## src/rtl/gcd_pkg.sv

```systemverilog
package gcd_pkg;

    typedef enum logic [1:0] {
        OP_ACCESS  = 2'b00,
        OP_ACQ_ONE = 2'b01,
        OP_ACQ_ALL = 2'b10,
        OP_NONE    = 2'b11
    } op_e;

    localparam logic [1:0] STORE_TAG = 2'b01;

endpackage

```

## src/rtl/gcd_addr_map.sv

```systemverilog
module gcd_addr_map #(
    parameter int NMAIN    = 16,
    parameter int NCOM     = 2,
    parameter int COM_BASE = 18,
    parameter int IW       = 5
) (
    input  logic [5:0]    addr,
    output logic          hit,
    output logic [IW-1:0] idx
);

    always_comb begin
        hit = 1'b0;
        idx = '0;
        if (int'(addr) < NMAIN) begin
            hit = 1'b1;
            idx = IW'(int'(addr));
        end else if (int'(addr) >= COM_BASE && int'(addr) < COM_BASE + NCOM) begin
            hit = 1'b1;
            idx = IW'(int'(addr) - COM_BASE + NMAIN);
        end
    end

endmodule

```

## src/rtl/gcd_bank.sv

```systemverilog
module gcd_bank #(
    parameter int          NCH     = 18,
    parameter int          DW      = 10,
    parameter int          IW      = 5,
    parameter logic [DW-1:0] RST_VAL = 10'h200
) (
    input  logic              clk,
    input  logic              rst_n,
    input  logic              wr_en,
    input  logic              store_en,
    input  logic              xfer_en,
    input  logic [IW-1:0]     wr_idx,
    input  logic [DW-1:0]     wr_val,
    input  logic              ld_en,
    input  logic [IW-1:0]     ld_idx,
    input  logic [DW-1:0]     ld_val,
    output logic [NCH*DW-1:0] in_flat,
    output logic [NCH*DW-1:0] out_flat
);

    for (genvar g = 0; g < NCH; g++) begin : g_chan
        logic [DW-1:0] in_d, in_q, out_d, out_q;

        always_comb begin
            in_d  = in_q;
            out_d = out_q;
            if (wr_en && wr_idx == IW'(g)) begin
                in_d = wr_val;
            end
            if (xfer_en) begin
                out_d = in_d;
            end
            if (store_en && wr_idx == IW'(g)) begin
                out_d = wr_val;
            end
            if (ld_en && ld_idx == IW'(g)) begin
                in_d  = ld_val;
                out_d = ld_val;
            end
        end

        always_ff @(posedge clk or negedge rst_n) begin
            if (!rst_n) begin
                in_q  <= RST_VAL;
                out_q <= RST_VAL;
            end else begin
                in_q  <= in_d;
                out_q <= out_d;
            end
        end

        assign in_flat[g*DW +: DW]  = in_q;
        assign out_flat[g*DW +: DW] = out_q;
    end

endmodule

```

## src/rtl/gcd_read_mux.sv

```systemverilog
module gcd_read_mux #(
    parameter int          NCH      = 18,
    parameter int          DW       = 10,
    parameter int          IW       = 5,
    parameter int          CW       = 4,
    parameter int          ADR_REV  = 60,
    parameter int          ADR_ID   = 61,
    parameter int          ADR_CNT  = 63,
    parameter logic [15:0] REV_WORD = 16'h0003,
    parameter logic [15:0] ID_WORD  = 16'h6A1C
) (
    input  logic [5:0]        addr,
    input  logic              hit,
    input  logic [IW-1:0]     idx,
    input  logic [NCH*DW-1:0] in_flat,
    input  logic              first_word,
    input  logic [CW-1:0]     wcount,
    input  logic              lo_sel,
    output logic [7:0]        rd_byte
);

    logic [15:0] word;

    always_comb begin
        word = '0;
        if (hit) begin
            word[DW-1:0] = in_flat[idx*DW +: DW];
        end else if (first_word) begin
            if (addr == 6'(ADR_REV)) begin
                word = REV_WORD;
            end else if (addr == 6'(ADR_ID)) begin
                word = ID_WORD;
            end else if (addr == 6'(ADR_CNT)) begin
                word[CW-1:0] = wcount;
            end
        end
    end

    assign rd_byte = lo_sel ? word[7:0] : word[15:8];

endmodule

```

## src/rtl/gamma_cmd_decoder.sv

```systemverilog
module gamma_cmd_decoder
    import gcd_pkg::*;
#(
    parameter int          NMAIN    = 16,
    parameter int          NCOM     = 2,
    parameter int          COM_BASE = 18,
    parameter int          DW       = 10,
    parameter int          CW       = 4,
    parameter int          ADR_REV  = 60,
    parameter int          ADR_ID   = 61,
    parameter int          ADR_CNT  = 63,
    parameter logic [15:0] REV_WORD = 16'h0003,
    parameter logic [15:0] ID_WORD  = 16'h6A1C,
    localparam int         NCH       = NMAIN + NCOM,
    localparam int         IW        = $clog2(NCH),
    localparam int         LAST_ADDR = COM_BASE + NCOM - 1
) (
    input  logic              clk,
    input  logic              rst_n,
    input  logic              start_i,
    input  logic              stop_i,
    input  logic              byte_valid_i,
    input  logic [7:0]        byte_i,
    input  logic              rd_req_i,
    output logic [7:0]        rd_byte_o,
    input  logic [CW-1:0]     wcount_i,
    input  logic              nv_ld_i,
    input  logic [IW-1:0]     nv_ld_idx_i,
    input  logic [DW-1:0]     nv_ld_data_i,
    output logic              nv_req_o,
    output logic [IW-1:0]     nv_chan_o,
    output logic [DW-1:0]     nv_data_o,
    output logic              acq_all_o,
    output logic              acq_one_o,
    output logic [IW-1:0]     acq_chan_o,
    output logic [NCH*DW-1:0] out_bank_o
);

    typedef struct packed {
        logic [5:0]    ptr;
        logic          exp_ptr;
        op_e           op;
        logic          hi_have;
        logic [1:0]    hi_mode;
        logic [DW-9:0] hi_val;
        logic          rd_lo;
        logic          rd_first_done;
        logic          nv_used;
        logic          acq_all_pend;
        logic          acq_one_pend;
        logic [IW-1:0] acq_chan;
        logic          acq_all;
        logic          acq_one;
        logic          nv_req;
        logic [IW-1:0] nv_chan;
        logic [DW-1:0] nv_data;
    } ctl_t;

    ctl_t st_d, st_q;

    logic              p_hit, b_hit;
    logic [IW-1:0]     p_idx, b_idx;
    logic              wr_en, st_en, xf_en;
    logic [DW-1:0]     wr_val;
    logic [5:0]        ptr_adv;
    logic [NCH*DW-1:0] in_flat;

    gcd_addr_map #(.NMAIN(NMAIN), .NCOM(NCOM), .COM_BASE(COM_BASE), .IW(IW)) u_map_ptr (
        .addr (st_q.ptr),
        .hit  (p_hit),
        .idx  (p_idx)
    );

    gcd_addr_map #(.NMAIN(NMAIN), .NCOM(NCOM), .COM_BASE(COM_BASE), .IW(IW)) u_map_byte (
        .addr (byte_i[5:0]),
        .hit  (b_hit),
        .idx  (b_idx)
    );

    assign wr_val  = {st_q.hi_val, byte_i};
    assign ptr_adv = (st_q.ptr < 6'(LAST_ADDR)) ? st_q.ptr + 6'd1 : st_q.ptr;

    always_comb begin
        st_d         = st_q;
        st_d.acq_all = 1'b0;
        st_d.acq_one = 1'b0;
        st_d.nv_req  = 1'b0;
        wr_en        = 1'b0;
        st_en        = 1'b0;
        xf_en        = 1'b0;

        if (stop_i || start_i) begin
            st_d.acq_all       = stop_i & st_q.acq_all_pend;
            st_d.acq_one       = stop_i & st_q.acq_one_pend;
            st_d.acq_all_pend  = 1'b0;
            st_d.acq_one_pend  = 1'b0;
            st_d.exp_ptr       = 1'b1;
            st_d.hi_have       = 1'b0;
            st_d.rd_lo         = 1'b0;
            st_d.rd_first_done = 1'b0;
            st_d.nv_used       = 1'b0;
        end else if (byte_valid_i) begin
            if (st_q.exp_ptr) begin
                st_d.ptr           = byte_i[5:0];
                st_d.op            = op_e'(byte_i[7:6]);
                st_d.exp_ptr       = 1'b0;
                st_d.hi_have       = 1'b0;
                st_d.rd_lo         = 1'b0;
                st_d.rd_first_done = 1'b0;
                st_d.acq_all_pend  = (op_e'(byte_i[7:6]) == OP_ACQ_ALL);
                st_d.acq_one_pend  = (op_e'(byte_i[7:6]) == OP_ACQ_ONE) && b_hit;
                st_d.acq_chan      = b_idx;
            end else if (st_q.op == OP_ACCESS) begin
                if (!st_q.hi_have) begin
                    st_d.hi_have = 1'b1;
                    st_d.hi_mode = byte_i[7:6];
                    st_d.hi_val  = byte_i[DW-9:0];
                end else begin
                    st_d.hi_have = 1'b0;
                    st_d.ptr     = ptr_adv;
                    if (p_hit) begin
                        if (st_q.hi_mode == STORE_TAG) begin
                            if (!st_q.nv_used) begin
                                wr_en        = 1'b1;
                                st_en        = 1'b1;
                                st_d.nv_used = 1'b1;
                                st_d.nv_req  = 1'b1;
                                st_d.nv_chan = p_idx;
                                st_d.nv_data = wr_val;
                            end
                        end else begin
                            wr_en = 1'b1;
                            xf_en = st_q.hi_mode[1];
                        end
                    end
                end
            end
        end else if (rd_req_i) begin
            if (!st_q.rd_lo) begin
                st_d.rd_lo = 1'b1;
            end else begin
                st_d.rd_lo         = 1'b0;
                st_d.rd_first_done = 1'b1;
                st_d.ptr           = ptr_adv;
            end
        end
    end

    always_ff @(posedge clk or negedge rst_n) begin
        if (!rst_n) begin
            st_q         <= '0;
            st_q.exp_ptr <= 1'b1;
            st_q.op      <= OP_ACCESS;
        end else begin
            st_q <= st_d;
        end
    end

    gcd_bank #(.NCH(NCH), .DW(DW), .IW(IW), .RST_VAL(DW'(1) << (DW - 1))) u_bank (
        .clk      (clk),
        .rst_n    (rst_n),
        .wr_en    (wr_en),
        .store_en (st_en),
        .xfer_en  (xf_en),
        .wr_idx   (p_idx),
        .wr_val   (wr_val),
        .ld_en    (nv_ld_i),
        .ld_idx   (nv_ld_idx_i),
        .ld_val   (nv_ld_data_i),
        .in_flat  (in_flat),
        .out_flat (out_bank_o)
    );

    gcd_read_mux #(
        .NCH(NCH), .DW(DW), .IW(IW), .CW(CW),
        .ADR_REV(ADR_REV), .ADR_ID(ADR_ID), .ADR_CNT(ADR_CNT),
        .REV_WORD(REV_WORD), .ID_WORD(ID_WORD)
    ) u_rd (
        .addr       (st_q.ptr),
        .hit        (p_hit),
        .idx        (p_idx),
        .in_flat    (in_flat),
        .first_word (!st_q.rd_first_done),
        .wcount     (wcount_i),
        .lo_sel     (st_q.rd_lo),
        .rd_byte    (rd_byte_o)
    );

    assign nv_req_o   = st_q.nv_req;
    assign nv_chan_o  = st_q.nv_chan;
    assign nv_data_o  = st_q.nv_data;
    assign acq_all_o  = st_q.acq_all;
    assign acq_one_o  = st_q.acq_one;
    assign acq_chan_o = st_q.acq_chan;

endmodule

```

## config.mk

```make
export PLATFORM = sky130hd
export DESIGN_NAME = gamma_cmd_decoder
export DESIGN_NICKNAME = d
export VERILOG_FILES = /design/src/rtl/gcd_pkg.sv /design/src/rtl/gcd_addr_map.sv /design/src/rtl/gcd_bank.sv /design/src/rtl/gcd_read_mux.sv /design/src/rtl/gamma_cmd_decoder.sv
export SDC_FILE = /design/constraint.sdc
export NUM_CORES = 1
export LEC_CHECK = 0
export ABC_AREA = 1
export ABC_CLOCK_PERIOD_IN_PS = 2500
export BUFFER_PORTS_ARGS = -buffer_cell sky130_fd_sc_hd__buf_2
export CORE_ASPECT_RATIO = 1.75
export CORE_MARGIN = 8
export CORE_UTILIZATION = 35
export CTS_CLUSTER_DIAMETER = 60
export DETAILED_ROUTE_END_ITERATION = 8
export PLACE_DENSITY = 0.66
export RECOVER_POWER = 50
export REMOVE_ABC_BUFFERS = 1
export SYNTH_ARGS = -nofsm -noshare
export SYNTH_HDL_FRONTEND = slang
export SYNTH_SLANG_ARGS = --single-unit
export TNS_END_PERCENT = 10
```

## constraint.sdc

```tcl
create_clock -name clk -period 2.5 [get_ports clk]
set_input_delay 0.375 -clock clk [delete_from_list [all_inputs] [get_ports clk]]
set_output_delay 0.375 -clock clk [all_outputs]
set_load 0.05 [all_outputs]
```

==> results.md, run 1 <==
* Core Box Area at 57200 um^2
* Largest net degree at the start of global routing at 60
* Starting DRT DRC Count at 1127
* Crit path DAT at 2880 ps
* Worst-path clk slew at 70 ps
* Final Wtd Congestion at 0.983
* Final setup TNS at -21700 ps
* Syn avg cell area at 7.62 um^2
* Initial antenna violation count at 3
* Longest Clk Path Bufs at 3
* Routed vias/inst at between 5 and 6
* Crit-path cells: inv_4 -> ha_4 -> nand2_2 -> nand2_4 -> nand2_4 -> o21ai_4 -> nand2_2 -> buf_6 -> or2_2 -> nand3_1 -> nand2_1 -> nand2_1 -> o21ai_2 -> nand2_1 -> nand2_2 -> buf_8
* Crit path max fanout at 14
* Crit path buffers/inverters at 3
* Setup WS post-layout at -756 ps
* FFs w/ async S/R, synth at 100%
* Total GRT Usage at 25.3%
* Number of clock sinks seen by CTS at 402
* Worst r2r path cells at 18
* CP Capture Type: output pin
* Wirelength per Cell at 22.7 um
* Delay of the slowest critical-path stage at between 400 and 500 ps
* Lkg Pwr at 13.7 nW
* Sequential share of the synthesized area at 50.0%
* Relative slew slack at -10.8%
* CTS tree: yes
* Final net count at approximately 3100
* Post-Route WL at roughly 87000 um
* Final setup vio count at 196
* Hold_sp: stop_i
* Dominant cell by count in the synthesized netlist: nand2_1
* Via count at 19581
* Hold_ws at 36.8 ps
* Flop2flop setup slack at -230 ps
* Post-Synth XOR/XNOR Area at 0.211%
* Die width at between 150 and 200 um
* Die area at 65900 um^2
* Top_reg_cell synth: dfrtp_1
* Routed Antenna Nets at 0
* Std-Cell Rows at between 100 and 150
* Final min period at 3260 ps
* Synth area leaders: dfrtp_1 (45%), nand2_1 (21%), dfstp_2 (4.8%)
* DR pass1 iterations at 5
* CTS Root Cell: clkbuf_16
* Number of synthesized flops with an enable pin at 0
* Final period util at 130%
* Largest family of logic cells by synthesized area: simple AND/OR/NAND/NOR gates
* Violated checks: capacitance limit, slew limit, setup timing
* Yosys warnings at 0
* PD cells at 889 nW/um^2
* Mux cell area share after synthesis at 0%
* Status: complete, but fails checks
* R2r startpoint: st_q[38]
* Drc violations at 0
* Post-Synth Adder-Cell Area at 0.496%
* Slew @ Worst Pin at 1660 ps
* CP delay by family, top: simple AND/OR/NAND/NOR gates
* Critical Path RT at approximately 2100 ps
* RR Endpoint: u_bank.g_chan[9].out_q[6]
* Fraction of layout cells with a size suffix above 1 at 27.7%
* Synth cell types at 45
* Hpwl dp at 63300 um
* Initial core utilization at a little over a third
* Worst hold stages at 3
* Hold Vio Cnt, Final at 0
* Post-Place Setup Slack at -570 ps
* First-pass GRT wire length at 125000 um
* Share of the synthesized area in the top cell type at 45.2%
* Complex-gate fraction of the synthesized area at 15.2%
* Post-Syn Area at 20200 um^2
* TritonCTS Buffers at 39
* Synth Instances at 2651
* Die Ht at 334 um
* CP max stage cell: dfrtp_1
* Synth Register Bits at 402
* Worst skew pair latency at 560 ps
* Top post-synthesis cells by count: nand2_1 (1111), dfrtp_1 (365), o21ai_1 (173)
* Crit Path Class: reg -> out
* Synth-to-layout area growth at 30.2%
* Worst VDD drop at 0.430 mV
* MaxCap Viol Count at 1
* Worst clock skew at 15.6 ps
* Overflow after GRT at 0
* Fin. max-slew vios at 60
* Fmax at 307 MHz
* Fin util at 46.0%
* Number of global-route vias before repair at 19754
* Critical Path Start Type: flop
* Yosys top cell by area: dfrtp_1
* Fill cells at about 5800
* Simple-gate share of the synthesized area at 27.0%
* RSZ-0062 raised after global routing: yes
* I/O Buffers at 244
* # IOs at 245
* Total power at around 23 mW
* H-tree levels at 2
* WHS Endpoint: acq_one_o
* Class of the tightest hold or removal check: in -> reg
[power breakdown]
group	internal, mW	leakage (nW)	switching [mW]	total, mW
registers	7.74	5.05	0.862	8.60
logic	2.65	7.99	5.80	8.45
clock network	3.62	0.656	2.70	6.31
[layout make-up]
class                   instances  area, um^2  share of cell area [%]
clock inverters                16         203                   0.771
well taps                     767         960                    3.65
diodes                          1        2.50                 0.00952
clock buffers                  54        1130                    4.32
repair buffers                499        3910                    14.9
multi-input cells            1911        9340                    35.5
inverters                     167         644                    2.45
flip-flops and latches        402       10100                    38.4
[metrics by stage]
stage,std cells,instance area [um^2]
final,3817,26300
after global routing,3816,26300
after CTS,3798,25700
after detailed placement,3710,23600
after global placement,3710,23600
after floorplan,2480,19400
[sequential cells by signal (all words and copies together), names as in the netlist]
register             cells
nv_data_o               10
nv_req_o                 1
acq_one_o                1
nv_chan_o                5
acq_all_o                1
u_bank.g_chan.in_q     180
st_q                    19
u_bank.g_chan.out_q    180
acq_chan_o               5
[layout by cell type (no fill, tap or decap), drive strengths merged]
cell type,Yosys,routed
nand3,53,53
dfstp,37,37
a21oi,71,71
nor4,1,1
xor2,4,4
a41oi,2,2
a32oi,1,1
dlygate4sd3,0,1
o211ai,51,51
nor3,21,21
inv,146,149
ha,8,8
nand4,1,1
a22oi,3,3
o21bai,1,1
diode,0,1
o21ai,354,354
o21a,1,1
clkbuf,82,72
nor2,171,171
o22ai,1,1
a2bb2oi,1,1
nand2,1122,1122
clkinvlp,0,2
bufinv,0,4
or2,15,15
o31ai,3,3
a22o,2,2
clkinv,21,28
a21boi,3,3
a211oi,1,1
a31oi,20,20
dfrtp,365,365
buf,89,480
[per-layer routing]
layer / global-route usage [%] / share of wire [%]
met4: 17.6 / 8.3
met5: 0 / 0.027
met2: 43.9 / 49
met1: 27.3 / 36
met3: 5.14 / 7.0
[cells by family after synthesis]
group | Yosys count
simple gates | 1384
compound gates | 515
flops | 402
buf+inv | 338
fa+ha+maj | 8
xor+xnor | 4
[worst max-delay path by stage]
stage,depth (start not counted),endpoint,from
after floorplan,12,rd_byte_o[7],st_q[37]
after global placement,17,rd_byte_o[4],st_q[38]
after detailed placement,17,rd_byte_o[4],st_q[38]
after CTS,17,rd_byte_o[7],st_q[38]
after global routing,18,rd_byte_o[1],st_q[38]
final,16,rd_byte_o[5],st_q[38]
[worst reg2reg max path: stages (launching register included)]
cell	delay, ps
dfrtp_1	410
inv_4	110
ha_4	150
nand2_2	60
nand2_4	90
nand2_4	70
nand2_4	100
nand2_4	90
nor2_2	170
buf_6	190
buf_4	140
nand2_2	160
buf_4	200
nor3_1	160
nor2_1	80
buf_4	140
buf_4	170
nand2_1	70
nand2_1	60
[repair_timing]
action,CTS,global route
pin swaps,34,30
buffers inserted,13,6
hold buffers,1,0
setup endpoints to repair,166,357
endpoints found under the hold margin,42,0
gates resized for setup,160,121
cloned,5,13
Note: power is estimated with default switching activity, not from simulation.
==> run 2: changes to the inputs <==
CORE_UTILIZATION = 38   (was 35)
CTS_CLUSTER_DIAMETER = 80   (was 60)
PLACE_DENSITY = 0.69   (was 0.66)
==> run 2 against run 1 <==
Compared with the run above: critical endpoint is now rd_byte_o[2]; largest cell class unchanged; wire length decreased by 3.2%; highest routed layer unchanged; core utilization increased by 4.4 points; the run still ends with capacitance limit, slew limit, setup timing left; sequential cell count unchanged.
==> results.md, run 2 (synthesized netlist as in run 1, its figures left out) <==
* WHS Endpoint: acq_one_o
* Number of clock sinks seen by CTS at roughly 400
* Routed Antenna Nets at 0
* Status: complete, but fails checks
* Worst-path clk slew at roughly 70 ps
* Hpwl dp at 60000 um
* Flop2flop setup slack at -170 ps
* Lkg Pwr at 14.0 nW
* Starting DRT DRC Count at between 1500 and 2000
* CTS Root Cell: clkbuf_16
* Critical Path Start Type: flop
* Crit path from: st_q[38]
* Hold Vio Cnt, Final at 0
* CP Capture Type: output pin
* Crit path buffers/inverters at 6
* Worst VDD drop at 0.387 mV
* Final period util at 133%
* Placed cell count at 3622
* Final min period at 3330 ps
* Initial antenna violation count at 6
* Initial core utilization at 38.1%
* Regs by FF count: u_bank.g_chan.in_q: 180 flops, u_bank.g_chan.out_q: 180 flops, st_q: 19 flops
* Slew @ Worst Pin at approximately 1900 ps
* Worst hold stages at 3
* Wirelength per Cell at 22.4 um
* Final net count at 3070
* Design area at 26700 um^2
* Final setup vio count at 164
* Routed vias/inst at about 5.3
* Fraction of layout cells with a size suffix above 1 at roughly 31%
* Die area at 61100 um^2
* Number of global-route vias before repair at 19588
* Crit path DAT at 2960 ps
* Fmax at 300 MHz
* Post-Route WL at 83900 um
* Placed Area at 23400 um^2
* Hold_sp: stop_i
* Drc violations at 0
* PD cells at 887 nW/um^2
* Violated checks: capacitance limit, slew limit, setup timing
* Die width at between 150 and 200 um
* CP delay by family, top: simple AND/OR/NAND/NOR gates
* Largest net degree at the start of global routing at 62
* Worst skew pair latency at 550 ps
* Commonest non-fill, non-tap cell in the layout: nand2_1
* Setup WS post-layout at -830 ps
* Overflow after GRT at 0
* Critical Path RT at 2120 ps
* H-tree levels at 2
* Core Box Area at around 53000 um^2
* R2r startpoint: st_q[38]
* Crit Path Class: reg -> out
* I/O Buffers at 244
* Via count at around 20000
* TritonCTS Buffers at 38
* Crit-path cells: inv_2 -> ha_4 -> nand2_4 -> nand2_4 -> nand2_4 -> o21ai_4 -> buf_12 -> buf_8 -> inv_8 -> buf_12 -> nand2_1 -> o211ai_1 -> nand2_2 -> nand2_1 -> nor2_2 -> nor2_2 -> nor2_2 -> buf_6
* Die Ht at around 320 um
* CTS tree: yes
* Final Wtd Congestion at 1.01
* Total GRT Usage at 26.3%
* CP max stage cell: dfrtp_1
* # IOs at 245
* Relative slew slack at -24.0%
* Synth-to-layout area growth at 32.2%
* Class of the tightest hold or removal check: in -> reg
* Delay of the slowest critical-path stage at 400 ps
* Longest Clk Path Bufs at 3
* Std-Cell Rows at 112
* RR Endpoint: u_bank.g_chan[12].out_q[8]
* RSZ-0062 raised after global routing: yes
* Worst clock skew at 9.81 ps
* Cell Count, Final, Fillers Out at between 3000 and 4000
* Most frequent cells in the layout: nand2_1 (1018), dfrtp_1 (364), buf_2 (236)
* First-pass GRT wire length at 121000 um
* DR pass1 iterations at 6
* MaxCap Viol Count at 1
* Crit path max fanout at 7
* Worst r2r path cells at 20
* Total power at 23.7 mW
* Fin. max-slew vios at 62
==> run 2: cell count changes in the layout (fill, tap and decap cells not counted), moves of 7 or more <==
| cell | before | now |
|---|---|---|
| nand3_1 | 44 | 35 |
| nand3_2 | 8 | 17 |
| o21ai_0 | 95 | 65 |
| nor2_2 | 14 | 22 |
| nand2_4 | 11 | 21 |
| buf_8 | 7 | 14 |
| buf_4 | 166 | 158 |
| buf_6 | 41 | 50 |
| o21ai_2 | 102 | 124 |
| nand2_1 | 1068 | 1018 |
| nand2_2 | 39 | 80 |
==> run 2: per-layer routing <==
layer  vias to the layer above  part of all wire, %  track usage, %
met3                       356                  7.6            5.34
met4                         4                  9.3            20.1
met5                         -                0.029               0
met2                       927                   48            44.1
met1                      9306                   35            29.0
li1                       9224                    -               -
==> run 2: what timing repair did <==
action	4_1_cts	5_1_grt
resized for setup	151	285
hold buffers	1	0
cloned	6	15
buffers inserted	25	13
endpoints found under the setup margin	190	336
endpoints found under the hold margin	47	0
pin swaps	42	108
==> run 2: metrics by stage <==
step / hold WS, ps / worst slack (ps) / utilization (%) / setup TNS [ps]
floorplan: 79.4 / -1660 / - / -161700
global placement: 389 / -730 / 44.2 / -12660
detailed placement: 393 / -738 / 44.2 / -17930
CTS: 32.4 / -871 / 48.4 / -11780
global route: 52.0 / -931 / 50.4 / -45440
finish: 48.3 / -830 / 50.4 / -17170
==> run 2: area by class of cell <==
cell class	instances	area, um^2
Clock buffer	54	1140
Tap cell	684	856
Inverter	167	646
Multi-Input combinational cell	1911	9600
Fill cell	5071	26300
Clock inverter	16	195
Timing Repair Buffer	508	4150
Sequential cell	402	10100
Antenna cell	4	10.0
==> run 2: where the power goes <==
part / internal (mW) / total (mW) / switching (mW)
clock: 3.63 / 6.30 / 2.66
combinational: 2.84 / 8.81 / 5.97
sequential: 7.74 / 8.58 / 0.838
==> run 2: how the worst max path moves through the flow <==
| stage | endpoint | depth (start not counted) |
|---|---|---|
| 6_report | rd_byte_o[2] | 18 |
| 2_1_floorplan | rd_byte_o[7] | 12 |
| 5_1_grt | rd_byte_o[5] | 18 |
| 3_5_place_dp | rd_byte_o[4] | 16 |
| 4_1_cts | rd_byte_o[2] | 17 |
| 3_3_place_gp | rd_byte_o[4] | 16 |
==> run 2: worst register-to-register path: cells and delay by family (launching register included) <==
family                     cells  cell delay (ps)
AOI/OAI and AO/OA              3              400
adders and majority gates      1              170
buffers and inverters          6              880
DFF                            1              400
and+or+nand+nor               10              700
